### config.mk
export PLATFORM = sky130hd
export DESIGN_NAME = gate_scan_timer
export DESIGN_NICKNAME = d
export VERILOG_FILES = /design/src/rtl/gate_scan_timer.sv
export SDC_FILE = /design/constraint.sdc
export NUM_CORES = 1
export LEC_CHECK = 0
export ABC_AREA = 1
export ABC_CLOCK_PERIOD_IN_PS = 5600
export BUFFER_PORTS_ARGS = -buffer_cell sky130_fd_sc_hd__buf_2
export CORE_UTILIZATION = 60
export DETAILED_ROUTE_END_ITERATION = 8
export PLACE_DENSITY = 0.9
export SLEW_MARGIN = 20
export SYNTH_ARGS = -nofsm -noshare
export SYNTH_HDL_FRONTEND = slang
export SYNTH_SLANG_ARGS = --single-unit
### constraint.sdc
create_clock -name clk -period 5.6 [get_ports clk]
set_clock_uncertainty 0.15 [all_clocks]
set_input_delay 0.56 -clock clk [delete_from_list [all_inputs] [get_ports clk]]
set_output_delay 0.56 -clock clk [all_outputs]
set_load 0.005 [all_outputs]
### src/rtl/gate_scan_timer.sv
module gate_scan_timer #(
  parameter int LINES = 320,
  parameter int LW    = 9,
  parameter int PW    = 8,
  parameter int RW    = 5,
  parameter int DW    = 2
) (
  input  logic          clk,
  input  logic          rst_n,
  input  logic [LW-1:0] cfg_lines,
  input  logic [PW-1:0] cfg_bp,
  input  logic [PW-1:0] cfg_fp,
  input  logic [DW-1:0] cfg_div,
  input  logic [RW-1:0] cfg_rtn,
  input  logic          cfg_interlace,
  input  logic          cfg_reverse,
  input  logic [LW-1:0] win0_start,
  input  logic [LW-1:0] win0_end,
  input  logic [LW-1:0] win1_start,
  input  logic [LW-1:0] win1_end,
  output logic          line_strobe,
  output logic          frame_start,
  output logic [LW-1:0] gate_idx,
  output logic          gate_en,
  output logic          non_disp
);
  localparam int DCW = (1 << DW) - 1;
  localparam int FW  = LW + 2;
  localparam logic [LW-1:0] MAXN = LW'(LINES - 1);

  logic [DCW-1:0] div_cnt;
  logic [RW-1:0]  tick_cnt;
  logic [FW-1:0]  fl;

  logic [DCW-1:0] div_lim;
  logic [LW-1:0]  n_cl, k, kk, half, g;
  logic [FW-1:0]  act_lo, act_hi, total;
  logic           active, in_win;

  assign div_lim = (DCW'(1) << cfg_div) - DCW'(1);
  assign n_cl    = (cfg_lines > MAXN) ? MAXN : cfg_lines;
  assign act_lo  = FW'(cfg_bp);
  assign act_hi  = act_lo + FW'(n_cl) + FW'(1);
  assign total   = act_hi + FW'(cfg_fp);

  always_ff @(posedge clk) begin
    if (!rst_n) begin
      div_cnt  <= '0;
      tick_cnt <= '0;
      fl       <= '0;
    end else if (div_cnt == div_lim) begin
      div_cnt <= '0;
      if (tick_cnt == cfg_rtn) begin
        tick_cnt <= '0;
        fl       <= (fl == total - FW'(1)) ? '0 : fl + FW'(1);
      end else begin
        tick_cnt <= tick_cnt + RW'(1);
      end
    end else begin
      div_cnt <= div_cnt + DCW'(1);
    end
  end

  assign line_strobe = (div_cnt == '0) && (tick_cnt == '0);
  assign frame_start = line_strobe && (fl == '0);

  assign active = (fl >= act_lo) && (fl < act_hi);
  assign k      = LW'(fl - act_lo);
  assign kk     = cfg_reverse ? (n_cl - k) : k;
  assign half   = LW'((FW'(n_cl) + FW'(2)) >> 1);

  always_comb begin
    if (!cfg_interlace)  g = kk;
    else if (kk < half)  g = LW'(kk << 1);
    else                 g = LW'(((kk - half) << 1) | LW'(1));
  end

  assign in_win = ((k >= win0_start) && (k <= win0_end)) ||
                  ((k >= win1_start) && (k <= win1_end));

  assign gate_idx = active ? g : '0;
  assign gate_en  = active && in_win;
  assign non_disp = active && !in_win;
endmodule


* Yosys cells after proc, flatten, opt, wreduce, memory -nomap -nowiden
Index checks and enable logic that the tools add are counted.
** Storage, ports and cells
- Bits in registers :: 19
- Latch bits :: 0
- Memory bits (writable) :: 0
- Memory bits (read-only) :: 0
- Input bits :: 72
- Output and inout port bits :: 13
- Logic and storage cells :: 49
- Memories :: 0
** Operators by class
- Add/subtract/negate cells :: 12
- $mul :: 0
- Div/mod/pow operators :: 0
- Magnitude comparators :: 8
- Equality and inequality tests :: 3
- Shift operators :: 1
- Mux-type cells :: 7
- Bitwise gates (word level) :: 1
- Reductions and logical operators :: 14
** Operator list (number)
- 9-bit two-way mux :: 5
- 9-bit >= comparator :: 2
- 9-bit <= comparator :: 2
- 10-bit by 1-bit adder with 11-bit output, second input constant :: 1
- 11-bit by 1-bit adder with 11-bit output, second input constant :: 1
- 11-bit by 8-bit adder with 11-bit output :: 1
- 11-bit equality test :: 1
- 11-bit by 8-bit >= comparator with 1-bit output :: 1
- 11-bit logical NOT :: 1
- 11-bit less-than comparator :: 1
- 11-bit two-way mux :: 1
- 11-bit by 1-bit subtractor with 11-bit output, second input constant :: 1
- 8-bit by 9-bit adder with 10-bit output :: 1
- 9-bit by 2-bit adder with 10-bit output, second input constant :: 1
- 9-bit > comparator, second input constant :: 1
- 9-bit less-than comparator :: 1
- 9-bit by 8-bit subtractor with 9-bit output :: 1
- 9-bit subtractor :: 1
- 8-bit subtractor :: 1
- 1-bit logical AND :: 7
- 5-bit by 1-bit adder with 5-bit output, second input constant :: 1
- 5-bit equality test :: 1
- 5-bit logical NOT :: 1
- 5-bit two-way mux :: 1
- 10 further kinds :: 10

* Longest topological paths before layout
Gate-level depths: netlist (run 1).
- Depth in word-level cells :: 8
- Depth in mapped cells :: 31
- Gate-level depth less buffers :: 31

* Worst setup path after synthesis (run 1)
OpenSTA, ideal clock, no wires.
- Path type :: input to output
- Start point :: in cfg_bp[2]
- End point :: out gate_idx[7]
- Data arrival time :: 3.889 ns
- Data required time :: 4.890 ns
- Path slack :: 1.001 ns
- Cell stages on the path :: 24
- Buffers on the path :: 0
- Path through :: inv_1 ha_1 a21oi_1 nand2_1 xor2_1 inv_1 ha_1 nand2_1 nand3_1 or2_2 nand3_1 o21ai_0 ha_1 a21oi_1 nor2_1 nor2_1 nand2_1 nand2_1 nand2_1 nor2_1 nand3_1 o21ai_0 nor2_1 nor2_2
** On the way
- Word-level cells in the longest chain between the ends :: 7
- Elaborated cells between the ends (all ways) :: 13
- Those cells by class :: 5 x add/sub; 3 x order compare; 4 x mux; 1 x reduce/logical
** RTL lines
- start: declaration :: line 11 : input logic [PW-1:0] cfg_bp,
- 9-bit by 8-bit subtractor with 9-bit output :: line 68 : assign k = LW'(fl - act_lo);
- 9-bit subtractor :: line 69 : assign kk = cfg_reverse ? (n_cl - k) : k;
- 9-bit two-way mux :: line 69
- 8-bit subtractor or 9-bit less-than comparator (tied branches) :: line 75, 74
- 9-bit two-way mux :: line 74 : else if (kk < half) g = LW'(kk << 1);
- 9-bit two-way mux :: line 73 : if (!cfg_interlace) g = kk;
- 9-bit two-way mux * :: line 81 : assign gate_idx = active ? g : '0;
- end: declaration :: line 23 : output logic [LW-1:0] gate_idx,
Every way passes the cells marked *; elsewhere a longest branch is shown, timed or not.

* Final worst setup path (run 1)
- Start point :: in cfg_bp[2]
- End point :: out gate_idx[6]
Same word-level chain as after synthesis.

==> results of run 1 <==
[registers in the layout, indices dropped and copies added, names as in the netlist]
name / count
fl: 11
tick_cnt: 5
div_cnt: 3
[per-stage QoR]
stage	hold WS (ns)	power [mW]	TNS (ns)	cell area [um2]	utilization (%)
floorplan	0.267	0.703	0	5270	-
global placement	0.289	0.846	0	5810	69.7
detailed placement	0.286	0.863	0	5810	69.7
CTS	0.297	0.962	0	5860	70.2
global route	0.311	1.09	-0.0378	5880	70.5
finish	0.296	0.975	0	5880	70.5
[Yosys cell counts (all sizes together) (2+ instances only)]
| library cell | number | area share, % |
|---|---|---|
| or2 | 7 | 0.83 |
| o21bai | 3 | 0.43 |
| nor2 | 80 | 6.5 |
| nand2 | 248 | 19 |
| o2111ai | 4 | 0.66 |
| a21o | 4 | 0.57 |
| inv | 183 | 13 |
| nand4 | 19 | 2.3 |
| a21oi | 45 | 4.7 |
| xnor2 | 18 | 3.0 |
| clkbuf | 2 | 0.17 |
| nand3b | 4 | 0.57 |
| and2 | 2 | 0.24 |
| xor2 | 15 | 2.5 |
| dfxtp | 19 | 7.2 |
| buf | 3 | 0.52 |
| fa | 5 | 1.9 |
| o21ai | 28 | 2.7 |
| nor3 | 17 | 1.8 |
| and3 | 2 | 0.24 |
| nand3 | 77 | 8.0 |
| o211ai | 2 | 0.28 |
| ha | 92 | 22 |
| a31oi | 2 | 0.24 |
[worst min-delay path by stage]
stage,from,to,slack (ns)
2_1_floorplan,div_cnt[0],div_cnt[0],0.27
3_3_place_gp,div_cnt[0],div_cnt[0],0.29
3_5_place_dp,div_cnt[0],div_cnt[0],0.29
4_1_cts,div_cnt[0],div_cnt[0],0.30
5_1_grt,div_cnt[0],div_cnt[0],0.31
6_report,div_cnt[0],div_cnt[0],0.30
[power by group through the flow]
stage	logic, mW	registers, mW	clock network, mW
2_1_floorplan	0.556	0.147	0
3_3_place_gp	0.699	0.148	0
3_5_place_dp	0.715	0.148	0
6_report	0.732	0.144	0.0983
4_1_cts	0.720	0.144	0.0985
5_1_grt	0.838	0.145	0.106
[cell type report]
cell class              count  area (um2)
flip-flops and latches     19         382
well taps                 105         131
inverters                 184         691
repair buffers             88         450
clock buffers               4        45.0
fillers                   793        2460
multi-input cells         682        4180
[cell usage in the layout (no fill, tap or decap), drive strengths merged, types with 5 or more instances in the layout]
| cell type | instances |
|---|---|
| a21oi | 45 |
| buf | 88 |
| dfxtp | 19 |
| fa | 5 |
| ha | 92 |
| inv | 183 |
| nand2 | 248 |
| nand3 | 77 |
| nand4 | 19 |
| nor2 | 80 |
| nor3 | 17 |
| o21ai | 28 |
| or2 | 7 |
| xnor2 | 18 |
| xor2 | 15 |
[cells by family (layout without fill, tap and decap cells)]
logic type / count (synthesis) / count (layout) / share of synthesized area, %
buffers and inverters: 189 / 276 / 13.8
adders and majority gates: 97 / 97 / 23.7
other: 1 / 1 / 0.0711
xor gates and xnor gates: 33 / 33 / 5.48
DFF: 19 / 19 / 7.21
and+or+nand+nor: 457 / 457 / 39.2
AOI/OAI and AO/OA: 94 / 94 / 10.5
[routing by layer]
layer  up-vias  global-route usage [%]
met3        28                    2.05
li1       3027                       -
met4         0                    9.58
met1      2512                    36.6
met5         -                       0
met2       175                    57.1
[timing repair]
| action | CTS | global route |
|---|---|---|
| hold endpoints to repair | 0 | 0 |
| buffers inserted | 0 | 1 |
| gates resized for setup | 0 | 6 |
| endpoints found under the setup margin | 0 | 8 |
==> results.sh, run 1 <==
export IMPL_dieArea_um2=9170
export IMPL_status="finished clean"
export IMPL_drv_slew=0
export IMPL_ys_types=46
export IMPL_dr_wl_met2_mm=6.39
export IMPL_io_pins=85
export IMPL_combinationalPowerShare_pct=75.1
export IMPL_max_freq_ghz=0.194
export IMPL_antenna_left=0
export IMPL_worstMarginPinSlew_ns=0.622
export IMPL_switching_share_pct=51.0
export IMPL_seq_power_share_pct=14.8
export IMPL_path_delay_family="simple AND/OR/NAND/NOR gates"
export IMPL_cp_max_fo=5
export IMPL_synth_async_reset_ratio_pct=0
export IMPL_clockPowerShare_pct=10.1
export IMPL_synth_warning_count=0
export IMPL_num_nets_final=1147
export IMPL_highest_layer="met4"
export IMPL_required_ns=4.89
export IMPL_vias_per_cell=5.31
export IMPL_wire_per_inst_um=12.3
export IMPL_grt_pass1_wl_mm=22.4
export IMPL_cp_end_kind="primary output"
export IMPL_syn_to_final_growth_pct=11.5
export IMPL_placeableCoreArea_um2=8340
export IMPL_synth_seq_cells=19
export IMPL_syn_nets=1059
export IMPL_grt_max_degree=13
export IMPL_antenna_found_initial=0
export IMPL_post_route_period_util_pct=92.3
export IMPL_period_needed_ns=5.17
export IMPL_place_hpwl_mm=11.4
export IMPL_reg2reg_setup_slack_ns=3.58
export IMPL_critPathKind="in -> out"
export IMPL_p_sw_mw=0.497
export IMPL_leakage_nw=3.49
export IMPL_drt_initial_drc_count=258
export IMPL_die_height_um=95.7
export IMPL_clock_latency_ns=0.26
export IMPL_post_place_ws_ns=0.423
export IMPL_antenna_cells=0
export IMPL_cts_tree="done"
export IMPL_worstSetupStartpoint="cfg_bp[2]"
export IMPL_drive_gt1_share_pct=14.2
export IMPL_max_slew_margin_pct=58.1
export IMPL_reg2reg_from="fl[3]"
export IMPL_cp_num_cells=29
export IMPL_gp_congestion=0.983
export IMPL_powerDensity_nw_per_um2=166
export IMPL_drt_pre_antenna_iters=5
export IMPL_layout_setup_ws_ns=0.434
export IMPL_grt_remaining_overflow=0
export IMPL_synth_main_ff_cell="dfxtp_1"
export IMPL_met1Wirelength_mm=5.81
export IMPL_cp_start_kind="input pin"
export IMPL_vias=5742
export IMPL_crit_buf_inv=6
export IMPL_htree_levels=1
export IMPL_cts_root_buf="clkbuf_8"
export IMPL_drc=0
export IMPL_crit_top_cell="nand2_1"
export IMPL_dr_wl_met3_um=764
export IMPL_clock_sinks=19
export IMPL_grt_pass1_vias=5330
export IMPL_final_cells=1082
export IMPL_cts_buffers=3
export IMPL_setup_worst_path_end="gate_idx[6]"
export IMPL_hold_path_depth=1
export IMPL_fp_dieW_um=95.7
export IMPL_cp_arrival_ns=4.46
export IMPL_r2r_end="fl[8]"
export IMPL_slowest_delay_ns=0.36
export IMPL_wirelength_mm=13.3
export IMPL_p_int_mw=0.478
export IMPL_dp_cells=1077
export IMPL_ir_drop_mv=0.166
export IMPL_avgSynthCellArea_um2=5.92
export IMPL_netlist_area_um2=5270
export IMPL_final_hold_viol_count=0
export IMPL_placementRows=33
export IMPL_cts_buffer_depth=2
export IMPL_postCtsHoldBufs=0
export IMPL_ys_seq_area_share_pct=7.21
export IMPL_initial_core_util_pct=63.2
export IMPL_cp_slowest_cell="ha_1"
export IMPL_grt_util_all_layers_pct=30.4
export IMPL_synth_edf_count=0
export IMPL_cap_violations=0
export IMPL_syn_inst=890
export IMPL_port_buffer_count=84
export IMPL_hold_path_class="reg -> reg"
export IMPL_clkTransAtPathRegs_ns=0.07
export IMPL_finalSetupViolations=0
export IMPL_reg2regPathDepth=11
Note: power is estimated with default switching activity, not from simulation.
==> run 2: changes to the inputs <==
--- a/config.mk
+++ b/config.mk
@@ -8,7 +8,9 @@
 export ABC_AREA = 1
 export ABC_CLOCK_PERIOD_IN_PS = 5600
 export BUFFER_PORTS_ARGS = -buffer_cell sky130_fd_sc_hd__buf_2
-export CORE_UTILIZATION = 60
+export CELL_PAD_IN_SITES_DETAIL_PLACEMENT = 1
+export CELL_PAD_IN_SITES_GLOBAL_PLACEMENT = 1
+export CORE_UTILIZATION = 41
 export DETAILED_ROUTE_END_ITERATION = 8
 export PLACE_DENSITY = 0.9
 export SLEW_MARGIN = 20
==> constraint.sdc (replaced) <==
create_clock -name clk -period 5.6 [get_ports clk]
set_clock_uncertainty 0.15 [all_clocks]
set_input_delay 0 -clock clk [delete_from_list [all_inputs] [get_ports clk]]
set_output_delay 0 -clock clk [all_outputs]
set_load 0.005 [all_outputs]
==> run 2 against run 1 <==
Effect of this change: die area is 45% higher; clock power is 53% higher; sequential cell count stayed put; maximum frequency is 1.6% higher; core utilization is 23 points lower; sequential power hardly changed; non-clock buffer count is 3 lower; final area is 1.4% higher.
==> results.sh, run 2 (same netlist as run 1, synthesis figures left out) <==
export IMPL_grt_remaining_overflow=0
export IMPL_n_fill_cell=1819
export IMPL_cts_root_buf="clkbuf_16"
export IMPL_largest_reg_flops=11
export IMPL_initial_core_util_pct=42.0
export IMPL_fp_dieW_um=115
export IMPL_vias_per_cell=5.13
export IMPL_multi_input_area_um2=4170
export IMPL_worstMarginPinSlew_ns=0.624
export IMPL_grt_pass1_wl_mm=27.7
export IMPL_rsz0062_at_grt="false"
export IMPL_reg_top3="fl (11), tick_cnt (5), div_cnt (3)"
export IMPL_cts_buffer_depth=2
export IMPL_clock_latency_ns=0.25
export IMPL_status="finished clean"
export IMPL_critPathKind="reg -> out"
export IMPL_antenna_found_initial=0
export IMPL_finalSetupViolations=0
export IMPL_dieArea_um2=13300
export IMPL_cp_slowest_cell="xor2_1"
export IMPL_gr_usage_met2_pct=50.5
export IMPL_placed_area_um2=5870
export IMPL_drt_pre_antenna_iters=4
export IMPL_cts_tree="done"
export IMPL_grt_max_degree=13
export IMPL_grt_use_met3_pct=0.791
export IMPL_antenna_left=0
export IMPL_grt_util_all_layers_pct=26.1
export IMPL_cp_arrival_ns=4.93
export IMPL_place_hpwl_mm=14.4
export IMPL_drv_slew=0
export IMPL_syn_to_final_growth_pct=13.1
export IMPL_io_pins=85
export IMPL_placeableCoreArea_um2=12600
export IMPL_max_freq_ghz=0.197
export IMPL_num_nets_final=1144
export IMPL_antenna_cells=0
export IMPL_cap_violations=0
export IMPL_port_buffer_count=84
export IMPL_cts_resized=0
export IMPL_post_route_period_util_pct=90.8
export IMPL_gp_congestion=0.865
export IMPL_final_cell_mix="nand2_1 (237), inv_1 (181), ha_1 (92)"
export IMPL_final_hold_viol_count=0
export IMPL_wirelength_mm=16.6
export IMPL_placementRows=41
export IMPL_cts_buffers=3
export IMPL_max_slew_margin_pct=57.9
export IMPL_clkTransAtPathRegs_ns=0.06
export IMPL_leakage_nw=3.50
export IMPL_final_seq_area_um2=380
export IMPL_drc=0
export IMPL_cts_setup_buffers=0
export IMPL_layout_commonest_cell="nand2_1"
export IMPL_htree_levels=1
export IMPL_powerDensity_nw_per_um2=177
export IMPL_grt_pass1_vias=6110
export IMPL_vias=5874
export IMPL_grt_util_met1_pct=30.2
export IMPL_ir_drop_mv=0.201
export IMPL_hold_path_class="in -> reg"
export IMPL_cp_end_kind="primary output"
export IMPL_period_needed_ns=5.08
export IMPL_cp_start_kind="flip-flop"
export IMPL_clock_sinks=19
export IMPL_postCtsHoldBufs=1
export IMPL_required_ns=5.45
export IMPL_drt_initial_drc_count=197
export IMPL_slowest_delay_ns=0.46
export IMPL_busiest_layer="met2"
export IMPL_max_flop_register="fl"
export IMPL_die_height_um=115
export IMPL_wire_per_inst_um=14.5
export IMPL_cp_max_fo=7
export IMPL_fin_tns_setup_ns=0
export IMPL_final_area_um2=5960
export IMPL_drive_gt1_share_pct=13.4
==> run 2: changes by cell type in the layout (fill, tap and decap cells not counted), sizes merged <==
cell | before | now
buf | 88 | 84
clkbuf | 4 | 3
clkinv | 1 | 2
dlygate4sd3 | 0 | 1
==> run 2: cell type report <==
class,count,area share [%]
clock buffers,3,1.26
clock inverters,1,0.0839
inverters,184,11.6
multi-input cells,682,69.9
flip-flops and latches,19,6.38
well taps,172,3.61
repair buffers,85,7.22
==> run 2: final timing paths <==
| kind | start | end | slack [ns] | depth (start not counted) |
|---|---|---|---|---|
| worst max-delay path | fl[0] | gate_idx[8] | 0.52 | 26 |
| worst min-delay path | cfg_rtn[1] | fl[1] | 0.19 | 8 |
| worst max register to register | fl[5] | fl[8] | 3.61 | 9 |
| worst min register to register | div_cnt[0] | div_cnt[0] | 0.30 | 1 |
==> run 2: per-layer routing <==
metal	routed length [um]	vias up
li1	-	3009
met1	7280	2749
met2	8600	82
met3	251	34
met4	504	0
met5	0	-
==> run 2: metrics by stage <==
step | std cells | worst slack, ns | utilization (%) | hold slack [ns] | total power [mW]
after detailed placement | 1141 | 0.861 | 46.7 | 0.185 | 0.899
after CTS | 1146 | 0.572 | 47.4 | 0.187 | 1.05
after floorplan | 890 | 1.73 | - | -0.0187 | 0.703
final | 1146 | 0.517 | 47.4 | 0.194 | 1.05
after global routing | 1146 | 0.103 | 47.4 | 0.242 | 1.17
after global placement | 1141 | 1.13 | 46.7 | 0.176 | 0.872
==> run 2: power by group <==
group | leakage (nW) | switching [mW] | internal (mW)
combinational | 3.30 | 0.473 | 0.285
clock | 0.0409 | 0.0538 | 0.0959
sequential | 0.154 | 0.00497 | 0.140
==> run 2: worst max-delay path: cells and delay by family (launching register included) <==
kind / cells / cell delay [ns]
fa+ha+maj: 4 / 1.40
flops: 1 / 0.36
buf+inv: 5 / 0.54
simple gates: 13 / 1.45
xor+xnor: 1 / 0.46
compound gates: 3 / 0.47
==> run 3: changes to the inputs <==
--- a/config.mk
+++ b/config.mk
@@ -11,6 +11,7 @@
 export CELL_PAD_IN_SITES_DETAIL_PLACEMENT = 1
 export CELL_PAD_IN_SITES_GLOBAL_PLACEMENT = 1
 export CORE_UTILIZATION = 41
+export CTS_BUF_LIST = sky130_fd_sc_hd__clkbuf_2
 export DETAILED_ROUTE_END_ITERATION = 8
 export PLACE_DENSITY = 0.9
 export SLEW_MARGIN = 20
==> run 3 against run 2 <==
Effect of this change: core utilization fell by 0.42 points; setup slack improved by 0.0068 ns; wire length fell by 2.0%; critical path depth fell by 1; critical path type unchanged; combinational power fell by 0.5%; critical endpoint unchanged; final area fell by 0.88%; global-route usage fell by 0.48 points; die area did not move.
==> results.sh, run 3 (same netlist as run 1, synthesis figures left out) <==
export IMPL_status="finished clean"
export IMPL_drc=0
export IMPL_clock_latency_ns=0.34
export IMPL_placed_area_um2=5870
export IMPL_clkTransAtPathRegs_ns=0.20
export IMPL_dieArea_um2=13300
export IMPL_leakage_nw=3.47
export IMPL_final_hold_viol_count=0
export IMPL_fp_dieW_um=115
export IMPL_worstSetupStartpoint="fl[0]"
export IMPL_post_route_period_util_pct=90.6
export IMPL_fin_tns_setup_ns=0
export IMPL_place_hpwl_mm=14.4
export IMPL_final_cell_mix="nand2_1 (237), inv_1 (181), ha_1 (92)"
export IMPL_cts_tree="done"
export IMPL_largest_reg_flops=11
export IMPL_grt_pass1_vias=6013
export IMPL_htree_levels=1
export IMPL_cp_max_fo=6
export IMPL_post_place_ws_ns=0.861
export IMPL_drive_gt1_share_pct=13.6
export IMPL_drt_pre_antenna_iters=4
export IMPL_cp_arrival_ns=4.93
export IMPL_gp_congestion=0.865
export IMPL_cp_end_kind="primary output"
export IMPL_antenna_found_initial=0
export IMPL_reg_top3="fl (11), tick_cnt (5), div_cnt (3)"
export IMPL_cts_setup_buffers=0
export IMPL_powerDensity_nw_per_um2=163
export IMPL_wire_per_inst_um=14.2
export IMPL_switching_share_pct=54.2
export IMPL_reg2reg_from="fl[5]"
export IMPL_num_nets_final=1144
export IMPL_seq_power_share_pct=15.1
export IMPL_hold_path_class="in -> reg"
export IMPL_placementRows=41
export IMPL_hp_start="cfg_rtn[1]"
export IMPL_io_pins=85
export IMPL_drv_slew=0
export IMPL_grt_util_all_layers_pct=25.6
export IMPL_ir_drop_mv=0.174
export IMPL_final_area_um2=5910
export IMPL_design_power_total_mw=0.964
export IMPL_antenna_cells=0
export IMPL_wirelength_mm=16.3
export IMPL_cts_buffer_depth=2
export IMPL_grt_remaining_overflow=0
export IMPL_syn_to_final_growth_pct=12.1
export IMPL_p_int_mw=0.441
export IMPL_critPathKind="reg -> out"
export IMPL_max_freq_ghz=0.197
export IMPL_max_flop_register="fl"
export IMPL_clockPowerShare_pct=6.7
export IMPL_finalSetupViolations=0
export IMPL_drt_initial_drc_count=205
export IMPL_port_buffer_count=84
export IMPL_final_util_pct=47.0
export IMPL_vias_per_cell=5.10
export IMPL_combinationalPowerShare_pct=78.3
export IMPL_required_ns=5.45
export IMPL_antenna_left=0
export IMPL_rsz0062_at_grt="false"
export IMPL_grt_max_degree=13
export IMPL_max_slew_margin_pct=58.2
export IMPL_cts_buffers=3
export IMPL_cts_root_buf="clkbuf_2"
export IMPL_cp_start_kind="flip-flop"
export IMPL_clock_sinks=19
export IMPL_grt_pass1_wl_mm=27.2
export IMPL_p_sw_mw=0.522
export IMPL_initial_core_util_pct=42.0
export IMPL_cap_violations=0
export IMPL_layout_commonest_cell="nand2_1"
export IMPL_die_height_um=115
export IMPL_layout_setup_ws_ns=0.524
export IMPL_period_needed_ns=5.08
export IMPL_worstMarginPinSlew_ns=0.621
export IMPL_placeableCoreArea_um2=12600
export IMPL_vias=5847
[run 3: cell count changes in the layout (fill, tap and decap cells not counted)]
cell / delta
clkbuf_16: -3
clkbuf_2: +3
xor2_1: -1
xor2_2: +1
[run 3: worst paths after layout]
path / to / slack [ns] / cells after the start
hold reg to reg: div_cnt[0] / 0.32 / 1
setup reg to reg: fl[10] / 3.63 / 10
setup / recovery: gate_idx[8] / 0.52 / 25
hold / removal: fl[1] / 0.08 / 8
[run 3: layout make-up]
type	instances	area, um2
flip-flops and latches	19	380
multi-input cells	682	4170
clock inverters	1	5.00
fillers	1826	6660
inverters	184	691
repair buffers	85	430
well taps	172	215
clock buffers	3	15.0
[run 3: worst max-delay path, stage by stage, from the launching register on]
cell,delay [ns]
dfxtp_1,0.41
inv_1,0.15
ha_1,0.17
inv_1,0.07
fa_1,0.65
inv_1,0.14
fa_1,0.47
nand3_1,0.13
nand3_1,0.12
or2_2,0.30
nand3_1,0.07
o21ai_0,0.20
ha_1,0.42
a21oi_1,0.19
nor2_1,0.06
nor2_1,0.08
nand2_1,0.08
nand2_1,0.07
nand2_1,0.07
nor2_1,0.26
nand3_1,0.11
o21ai_0,0.08
inv_1,0.06
nand2_1,0.07
nor2_2,0.04
buf_2,0.13
[run 3: power by group through the flow]
stage	sequential (mW)	clock [mW]	combinational [mW]
6_report	0.145	0.0643	0.754
5_1_grt	0.146	0.0714	0.860
4_1_cts	0.145	0.0651	0.756
3_5_place_dp	0.148	0	0.751
3_3_place_gp	0.148	0	0.724
2_1_floorplan	0.147	0	0.556
[run 3: timing repair]
| action | CTS | global route |
|---|---|---|
| hold buffers | 1 | 0 |
| hold endpoints to repair | 12 | 0 |
| endpoints found under the setup margin | 0 | 7 |
| resized for setup | 0 | 1 |
[run 3: metrics by stage]
| stage | hold slack, ns | cells |
|---|---|---|
| 6_report | 0.0780 | 1146 |
| 5_1_grt | 0.100 | 1146 |
| 4_1_cts | 0.0583 | 1146 |
| 3_5_place_dp | 0.185 | 1141 |
| 3_3_place_gp | 0.176 | 1141 |
| 2_1_floorplan | -0.0187 | 890 |
[run 3: layer usage]
| metal | GRT usage (%) | up-vias | part of all wire, % | wire (um) |
|---|---|---|---|---|
| met5 | 0 | - | 0 | 0 |
| met3 | 0.633 | 33 | 1.8 | 299 |
| met2 | 49.3 | 85 | 51 | 8350 |
| li1 | - | 3007 | - | - |
| met1 | 30.1 | 2722 | 44 | 7190 |
| met4 | 9.18 | 0 | 2.8 | 463 |
